**src/rtl/bus_cycle_seq.sv**
```systemverilog
module bus_cycle_seq #(
  parameter int AW = 16,
  parameter int DW = 8
) (
  input  logic            clk,
  input  logic            rst_n,
  input  logic            hold,
  input  logic            req,
  input  logic [1:0]      req_kind,
  input  logic            req_io,
  input  logic [AW-1:0]   req_addr,
  input  logic [DW-1:0]   req_wdata,
  input  logic            ready,
  input  logic [DW-1:0]   ad_in,
  output logic            ale,
  output logic [AW-DW-1:0] addr_hi,
  output logic            addr_hi_oe,
  output logic [DW-1:0]   ad_out,
  output logic            ad_oe,
  output logic            rd_n,
  output logic            wr_n,
  output logic            strobe_oe,
  output logic            io_m,
  output logic            s1,
  output logic            s0,
  output logic            status_oe,
  output logic [DW-1:0]   rd_data,
  output logic            done
);
  localparam logic [1:0] K_HALT  = 2'b00;
  localparam logic [1:0] K_WRITE = 2'b01;
  localparam logic [1:0] K_FETCH = 2'b11;

  typedef enum logic [2:0] {S_IDLE, S_T1, S_T2, S_TW, S_T3, S_T4, S_HALT} st_t;

  st_t           st;
  logic [1:0]    kind_q;
  logic          io_q;
  logic [AW-1:0] addr_q;
  logic [DW-1:0] wd_q;
  logic          rdy_s;
  logic          t1_seen;

  logic idle_like, start, data_ph, is_rd, is_wr, bus_free, addr_phase;

  assign idle_like  = (st == S_IDLE) || (st == S_HALT);
  assign start      = idle_like && req && !hold;
  assign data_ph    = (st == S_T2) || (st == S_TW) || (st == S_T3);
  assign is_rd      = kind_q[1];
  assign is_wr      = (kind_q == K_WRITE);
  assign bus_free   = hold && idle_like;
  assign addr_phase = (st == S_T1);

  assign ale        = rst_n && addr_phase && !t1_seen;
  assign addr_hi    = addr_q[AW-1:DW];
  assign addr_hi_oe = rst_n && !bus_free && (st != S_HALT);
  assign ad_out     = addr_phase ? addr_q[DW-1:0] : wd_q;
  assign ad_oe      = rst_n && (addr_phase || (data_ph && is_wr));
  assign rd_n       = !(data_ph && is_rd);
  assign wr_n       = !(data_ph && is_wr);
  assign strobe_oe  = rst_n && !bus_free && (st != S_HALT);
  assign io_m       = io_q;
  assign s1         = kind_q[1];
  assign s0         = kind_q[0];
  assign status_oe  = rst_n && !bus_free;

  always_ff @(negedge clk or negedge rst_n) begin
    if (!rst_n) begin
      rdy_s   <= 1'b0;
      t1_seen <= 1'b0;
    end else begin
      rdy_s   <= ready;
      t1_seen <= addr_phase;
    end
  end

  always_ff @(posedge clk or negedge rst_n) begin
    if (!rst_n) begin
      st      <= S_IDLE;
      kind_q  <= K_HALT;
      io_q    <= 1'b0;
      addr_q  <= '0;
      wd_q    <= '0;
      rd_data <= '0;
      done    <= 1'b0;
    end else begin
      done <= 1'b0;
      case (st)
        S_IDLE, S_HALT: begin
          if (start) begin
            kind_q <= req_kind;
            if (req_kind == K_HALT) begin
              io_q <= 1'b0;
              st   <= S_HALT;
            end else begin
              io_q   <= req_io && (req_kind != K_FETCH);
              addr_q <= req_addr;
              wd_q   <= req_wdata;
              st     <= S_T1;
            end
          end
        end
        S_T1: st <= S_T2;
        S_T2, S_TW: st <= rdy_s ? S_T3 : S_TW;
        S_T3: begin
          if (is_rd) rd_data <= ad_in;
          if (kind_q == K_FETCH) begin
            st <= S_T4;
          end else begin
            st   <= S_IDLE;
            done <= 1'b1;
          end
        end
        S_T4: begin
          st   <= S_IDLE;
          done <= 1'b1;
        end
        default: st <= S_IDLE;
      endcase
    end
  end
endmodule


```
**config.mk**
```make
export PLATFORM = sky130hd
export DESIGN_NAME = bus_cycle_seq
export DESIGN_NICKNAME = d
export VERILOG_FILES = /design/src/rtl/bus_cycle_seq.sv
export SDC_FILE = /design/constraint.sdc
export NUM_CORES = 1
export LEC_CHECK = 0
export ABC_AREA = 1
export BUFFER_PORTS_ARGS = -buffer_cell sky130_fd_sc_hd__buf_2
export CORE_UTILIZATION = 45
export DETAILED_ROUTE_END_ITERATION = 8
export HOLD_SLACK_MARGIN = 0.05
export PLACE_DENSITY = 0.79
export SLEW_MARGIN = 10
export SYNTH_ARGS = -nofsm -noshare
export SYNTH_HDL_FRONTEND = slang
export SYNTH_SLANG_ARGS = --single-unit
```
**constraint.sdc**
```tcl
create_clock -name clk -period 1.99 [get_ports clk]
set_input_delay 0.2985 -clock clk [delete_from_list [all_inputs] [get_ports clk]]
set_output_delay 0.2985 -clock clk [all_outputs]
set_load 0.05 [all_outputs]
```
# Word-level counts from Yosys, hierarchy flattened
# Index checks and enable logic that the tools add are counted.
[classes]
n_eq_ne = 11
n_mux = 9
bitwise = 1
reduce_logical = 27
[ops]
columns = ["op", "n"]
rows = [
  ["two-way mux 3 bit", 4],
  ["case mux 3 bit (4 select lines)", 1],
  ["logical AND 1 bit", 11],
  ["== test 3 bit (second input constant)", 3],
  ["two-way mux 8 bit", 1],
  ["== test 3 x 2 -> 1 bit (second input constant)", 2],
  ["logical NOT 1 bit", 5],
  ["logical OR 1 bit", 4],
  ["inequality test 2 bit (second input constant)", 2],
  ["AND reduction 2 bit", 2],
  ["OR reduction 2 bit", 2],
  ["== test 3 x 1 -> 1 bit (second input constant)", 1],
  ["logical NOT 3 bit", 1],
  ["inequality test 3 bit (second input constant)", 1],
  ["AND reduction 3 bit", 1],
  ["== test 2 x 1 -> 1 bit (second input constant)", 1],
  ["== test 2 bit (second input constant)", 1],
  ["logical NOT 2 bit", 1],
  ["two-way mux 1 bit", 2],
  ["case mux 1 bit (2 select lines)", 1],
  ["inverter 1 bit", 1],
]
[word_totals]
register_bits = 41
input_bits = 40
output_inout_bits = 35
wordCells = 57

# Longest topological paths before layout
# Gate-level depths: netlist of run 1.
[logic_depth]
word_depth = 6
ltp_mapped = 8
mapped_depth_nobuf = 7

==> impl_metrics.env, run 1 <==
export IMPL_power_switching_mw=2.46
export IMPL_path_max_fanout=1
export IMPL_reg2reg_slack_ps=90
export IMPL_grt_pass1_wl_um=7060
export IMPL_syn_nets=281
export IMPL_cts_tree="built"
export IMPL_core_rowCount=23
export IMPL_fp_dieH_um=67.4
export IMPL_io_buffers=74
export IMPL_syn2layout_area_growth_pct=28.1
export IMPL_power_mw=4.69
export IMPL_synth_async_sr_flop_share_pct=100
export IMPL_syn_cell_area_um2=1930
export IMPL_grt_max_degree=34
export IMPL_die_w_um=67.4
export IMPL_yosysUniqueCellTypes=20
export IMPL_avgSynthCellArea_um2=8.00
export IMPL_path_clk_slew_ps=80
export IMPL_initial_core_util_pct=47.5
export IMPL_hp_class="in -> async"
export IMPL_sequentialPowerShare_pct=30.7
export IMPL_clock_skew_ps=8.58
export IMPL_h_tree_depth=2
export IMPL_drtIter0Drc=69
export IMPL_dieArea_um2=4550
export IMPL_r2r_cells=7
export IMPL_r2r_end="st[1]"
export IMPL_hpwl_um=3170
export IMPL_pwr_share_comb_pct=54.4
export IMPL_crit_type="reg -> out"
export IMPL_clock_latency_ps=300
export IMPL_rsz0062_at_grt="true"
export IMPL_placed_cells_incl_taps=354
export IMPL_synth_edf_count=0
export IMPL_ant_nets=0
export IMPL_ys_warn_count=0
export IMPL_num_nets_final=352
export IMPL_clockBufferDepth=2
export IMPL_io_pins=75
export IMPL_setup_ws_ps=-256
export IMPL_startpoint="t1_seen"
export IMPL_dpl_worst_slack_ps=-80.7
export IMPL_violations="negative setup slack"
export IMPL_relSlewSlack_pct=65.7
export IMPL_grt_pass1_vias=1639
export IMPL_critical_path_required_ps=1690
export IMPL_routedWlPerCell_um=11.9
export IMPL_internal_power_mw=2.23
export IMPL_drv_cap=0
export IMPL_pwr_share_clk_pct=14.9
export IMPL_grt_overflow=0
export IMPL_gp_congestion=0.896
export IMPL_finalMaxSlewViolations=0
export IMPL_cp_end_kind="output port"
export IMPL_r2r_start="rdy_s"
export IMPL_critPathArrivalTime_ps=1950
export IMPL_via_count=1760
export IMPL_cts_root_buf="clkbuf_8"
export IMPL_diodes=0
export IMPL_synthDominantCellAreaShare_pct=50.6
export IMPL_routed_wl_um=4310
export IMPL_cts_buffers=5
export IMPL_status="complete, but fails checks"
export IMPL_synthTopCellsByCount="nand2_1 (103), dfrtp_1 (39), nand3_1 (31)"
export IMPL_critPathLaunchType="register"
export IMPL_worst_pin_slew_ps=513
export IMPL_switching_share_pct=52.5
export IMPL_remaining_drc_errors=0
export IMPL_yosysMostFrequentCell="nand2_1"
export IMPL_vias_per_cell=4.85
export IMPL_synth_seq_area_share_pct=53.2
export IMPL_ir_drop_mv=0.887
export IMPL_yosys_register_bits=41
export IMPL_synthFlopType="dfrtp_1"
export IMPL_fin_util_pct=60.8
export IMPL_drive_gt1_share_pct=32.3
export IMPL_p_leak_nw=1.44
export IMPL_grt_usage_pct=21.3
export IMPL_finalNonFillerCells=363
export IMPL_core_area_um2=4060
export IMPL_hold_violations=0
export IMPL_power_density_nw_per_um2=1900
export IMPL_postCtsSetupBuffers=0
export IMPL_synth_top_area_cell="dfrtp_1"
export IMPL_firstDrtPassIters=5
export IMPL_synthTopCellsByArea="dfrtp_1 (51%), nand2_1 (20%), nand3_1 (8.1%)"
export IMPL_clock_sinks=41
export IMPL_finalSetupViolations=1
export IMPL_antenna_found_initial=0
export IMPL_synthCells=241
-- layer usage --
layer	vias up	routed length, um	track usage [%]	part of all wire [%]
li1	878	-	-	-
met1	803	1870	25.3	43
met2	73	2150	36.3	50
met3	6	244	5.74	5.7
met4	0	48	8.51	1.1
met5	-	0	0	0
-- worst max-delay path by stage --
| stage | end | slack (ps) |
|---|---|---|
| 2_1_floorplan | ale | -110 |
| 3_5_place_dp | ale | -80 |
| 5_1_grt | ale | -310 |
| 4_1_cts | ale | -270 |
| 3_3_place_gp | ale | -60 |
| 6_report | ale | -260 |
-- metrics by stage --
stage                     hold slack (ps)  setup TNS (ps)  area [um2]
after detailed placement              166           -80.7        2320
after global routing                  149            -309        2470
after floorplan                      2.91            -106        1970
after CTS                             126            -274        2460
after global placement                163           -58.0        2320
final                                 108            -256        2470
-- repair_timing --
action	4_1_cts	5_1_grt
hold buffers	1	0
endpoints found under the setup margin	1	4
endpoints found under the hold margin	6	0
pin swaps	1	0
gates resized for setup	2	3
cloned	0	0
-- placed cells by master (no fill, tap or decap) --
cell type      count
nand2_1          102
buf_2             72
dfrtp_1           39
nand3_1           30
inv_1             17
o21ai_0           10
nor2_1             7
clkbuf_8           6
buf_4              6
inv_2              2
clkinv_1           2
nand2_2            2
nand3_2            2
a21oi_4            2
dfrtn_1            2
a31oi_1            1
nor3_4             1
nor2_2             1
and2_2             1
nor2_8             1
nand2_4            1
a21oi_1            1
bufinv_16          1
clkinvlp_4         1
dlygate4sd3_1      1
buf_6              1
clkbuf_4           1
-- critical path, cell delays in order, from the launching register on --
cell and delay [ps]:
dfrtn_1 360, nor3_4 120, buf_6 180
-- cell families after synthesis --
family                 Yosys count  share of synthesized area, %
buffers and inverters           38                          10.3
AND/OR/NAND/NOR                148                          32.7
AO/OA/AOI/OAI                   14                          3.70
flip-flops                      41                          53.2
-- registers in the layout, summed over array words and instances, names as in the netlist --
| name | cells |
|---|---|
| kind_q | 2 |
| wd_q | 8 |
| io_m | 1 |
| rdy_s | 1 |
| t1_seen | 1 |
| done | 1 |
| addr_q | 16 |
| st | 3 |
| rd_data | 8 |
-- layout make-up --
cell class                      instances  area, um2
Clock buffer                            6       82.6
Timing Repair Buffer                   81        434
Clock inverter                          2       37.5
Inverter                               21       78.8
Sequential cell                        41       1030
Tap cell                               50       62.6
Fill cell                             388       1590
Multi-Input combinational cell        162        747
-- power by group through the flow --
stage | Clock [mW] | Sequential, mW | Combinational, mW
3_5_place_dp | 0 | 1.45 | 2.55
5_1_grt | 0.749 | 1.50 | 2.77
3_3_place_gp | 0 | 1.43 | 2.50
6_report | 0.699 | 1.44 | 2.55
4_1_cts | 0.716 | 1.44 | 2.56
2_1_floorplan | 0 | 1.83 | 1.68
Note: power is estimated with default switching activity, not from simulation.
==> run 2: changes to the inputs <==
Settings changed: MAX_ROUTING_LAYER set to met4.
==> impl_metrics.env, run 2 (synthesis gave the netlist of run 1 again) <==
export IMPL_path_max_fanout=1
export IMPL_firstDrtPassIters=4
export IMPL_die_w_um=67.4
export IMPL_status="complete, but fails checks"
export IMPL_grt_usage_pct=21.9
export IMPL_gp_congestion=0.911
export IMPL_nFillCells=388
export IMPL_layout_commonest_cell="nand2_1"
export IMPL_core_area_um2=4060
export IMPL_cts_root_buf="clkbuf_8"
export IMPL_clock_sinks=41
export IMPL_mostFrequentLayoutCells="nand2_1 (102), buf_2 (72), dfrtp_1 (39)"
export IMPL_cts_tree="built"
export IMPL_critPathLaunchType="register"
export IMPL_grt_overflow=0
export IMPL_dpl_worst_slack_ps=-80.7
export IMPL_crit_family="flip-flops"
export IMPL_clock_latency_ps=300
export IMPL_num_nets_final=352
export IMPL_critPathArrivalTime_ps=1950
export IMPL_diodes=0
export IMPL_drtIter0Drc=73
export IMPL_highest_layer="met4"
export IMPL_syn2layout_area_growth_pct=28.1
export IMPL_clockBufferDepth=2
export IMPL_met3_length_um=257
export IMPL_drv_cap=0
export IMPL_finalSetupViolations=1
export IMPL_io_buffers=74
export IMPL_grt_pass1_wl_um=7050
export IMPL_fp_dieH_um=67.4
export IMPL_hpwl_um=3170
export IMPL_crit_type="reg -> out"
export IMPL_ir_drop_mv=0.887
export IMPL_regArea_um2=1030
export IMPL_vias_per_cell=4.84
export IMPL_hold_violations=0
export IMPL_cp_end_kind="output port"
export IMPL_fin_util_pct=60.8
export IMPL_reg_largest_list="addr_q: 16 flops, rd_data: 8 flops, wd_q: 8 flops"
export IMPL_ant_nets=0
export IMPL_setup_ws_ps=-257
export IMPL_rsz0062_at_grt="true"
export IMPL_clock_skew_ps=8.61
export IMPL_multi_input_area_um2=747
export IMPL_wl_met1_um=1870
export IMPL_relSlewSlack_pct=66.2
export IMPL_largest_reg_flops=16
export IMPL_routed_wl_um=4320
export IMPL_path_buf_inv=1
export IMPL_power_mw=4.69
export IMPL_cts_buffers=5
export IMPL_postPlaceCellArea_um2=2320
export IMPL_io_pins=75
export IMPL_routedWlPerCell_um=11.9
export IMPL_finalNonFillerCells=363
export IMPL_power_density_nw_per_um2=1900
export IMPL_p_leak_nw=1.44
export IMPL_hp_class="in -> async"
export IMPL_remaining_drc_errors=0
export IMPL_initial_core_util_pct=47.5
export IMPL_top_register="addr_q"
export IMPL_path_clk_slew_ps=80
export IMPL_worst_pin_slew_ps=506
export IMPL_dieArea_um2=4550
export IMPL_core_rowCount=23
export IMPL_crit_slowest_cell="dfrtn_1"
export IMPL_critical_path_required_ps=1690
export IMPL_h_tree_depth=2
export IMPL_met2WireLength_um=2150
export IMPL_drive_gt1_share_pct=32.3
export IMPL_via_count=1757
export IMPL_fin_area_um2=2470
export IMPL_placed_cells_incl_taps=354
export IMPL_finalMaxSlewViolations=0
export IMPL_antenna_found_initial=0
export IMPL_grt_pass1_vias=1639
export IMPL_violations="negative setup slack"
export IMPL_cp_slowest_stage_delay_ps=360
export IMPL_path_cells="nor3_4 -> buf_6"
export IMPL_grt_max_degree=34
run 2: what timing repair did:
| action | CTS | global route |
|---|---|---|
| endpoints found under the setup margin | 1 | 4 |
| resized for setup | 2 | 3 |
| pin swaps | 1 | 0 |
| endpoints found under the hold margin | 6 | 0 |
| setup buffers | 0 | 0 |
| hold buffers | 1 | 0 |
run 2: path summary, 6_finish.rpt:
kind / endpoint / from / depth (start not counted) / slack, ps
hold / removal: addr_q[2] / rst_n / 2 / 110
max in group asynchronous: rdy_s / rst_n / 1 / 1150
min in group clk: addr_q[12] / req_addr[12] / 3 / 220
setup reg to reg: st[1] / rdy_s / 7 / 90
hold reg to reg: wd_q[7] / wd_q[7] / 2 / 470
setup / recovery: ale / t1_seen / 2 / -260
run 2: worst register-to-register path: stages (launching register included):
cell	delay, ps
dfrtn_1	380
inv_1	50
nand3_1	100
nand2_1	60
inv_1	60
nand2_1	50
nand2_1	50
nand2_1	50
run 2: stage by stage:
stage               hold slack [ps]  TNS, ps
floorplan                      2.91     -106
global placement                163    -58.0
detailed placement              166    -80.7
CTS                             126     -274
global route                    149     -309
finish                          107     -257
run 2: per-layer routing:
layer  vias up  global-route usage, %
met4         0                   8.51
met1       796                   25.3
met5         -                      -
met3         6                   5.74
li1        878                      -
met2        77                   36.3
run 2: layout make-up:
cell class / count / area share [%]
clock inverters: 2 / 1.52
repair buffers: 81 / 17.6
clock buffers: 6 / 3.35
multi-input cells: 162 / 30.3
well taps: 50 / 2.53
inverters: 21 / 3.19
flip-flops and latches: 41 / 41.6
run 2: power by group:
| part | switching, mW | leakage [nW] | internal [mW] |
|---|---|---|---|
| combinational | 1.94 | 0.877 | 0.605 |
| sequential | 0.229 | 0.510 | 1.21 |
| clock | 0.292 | 0.0574 | 0.408 |
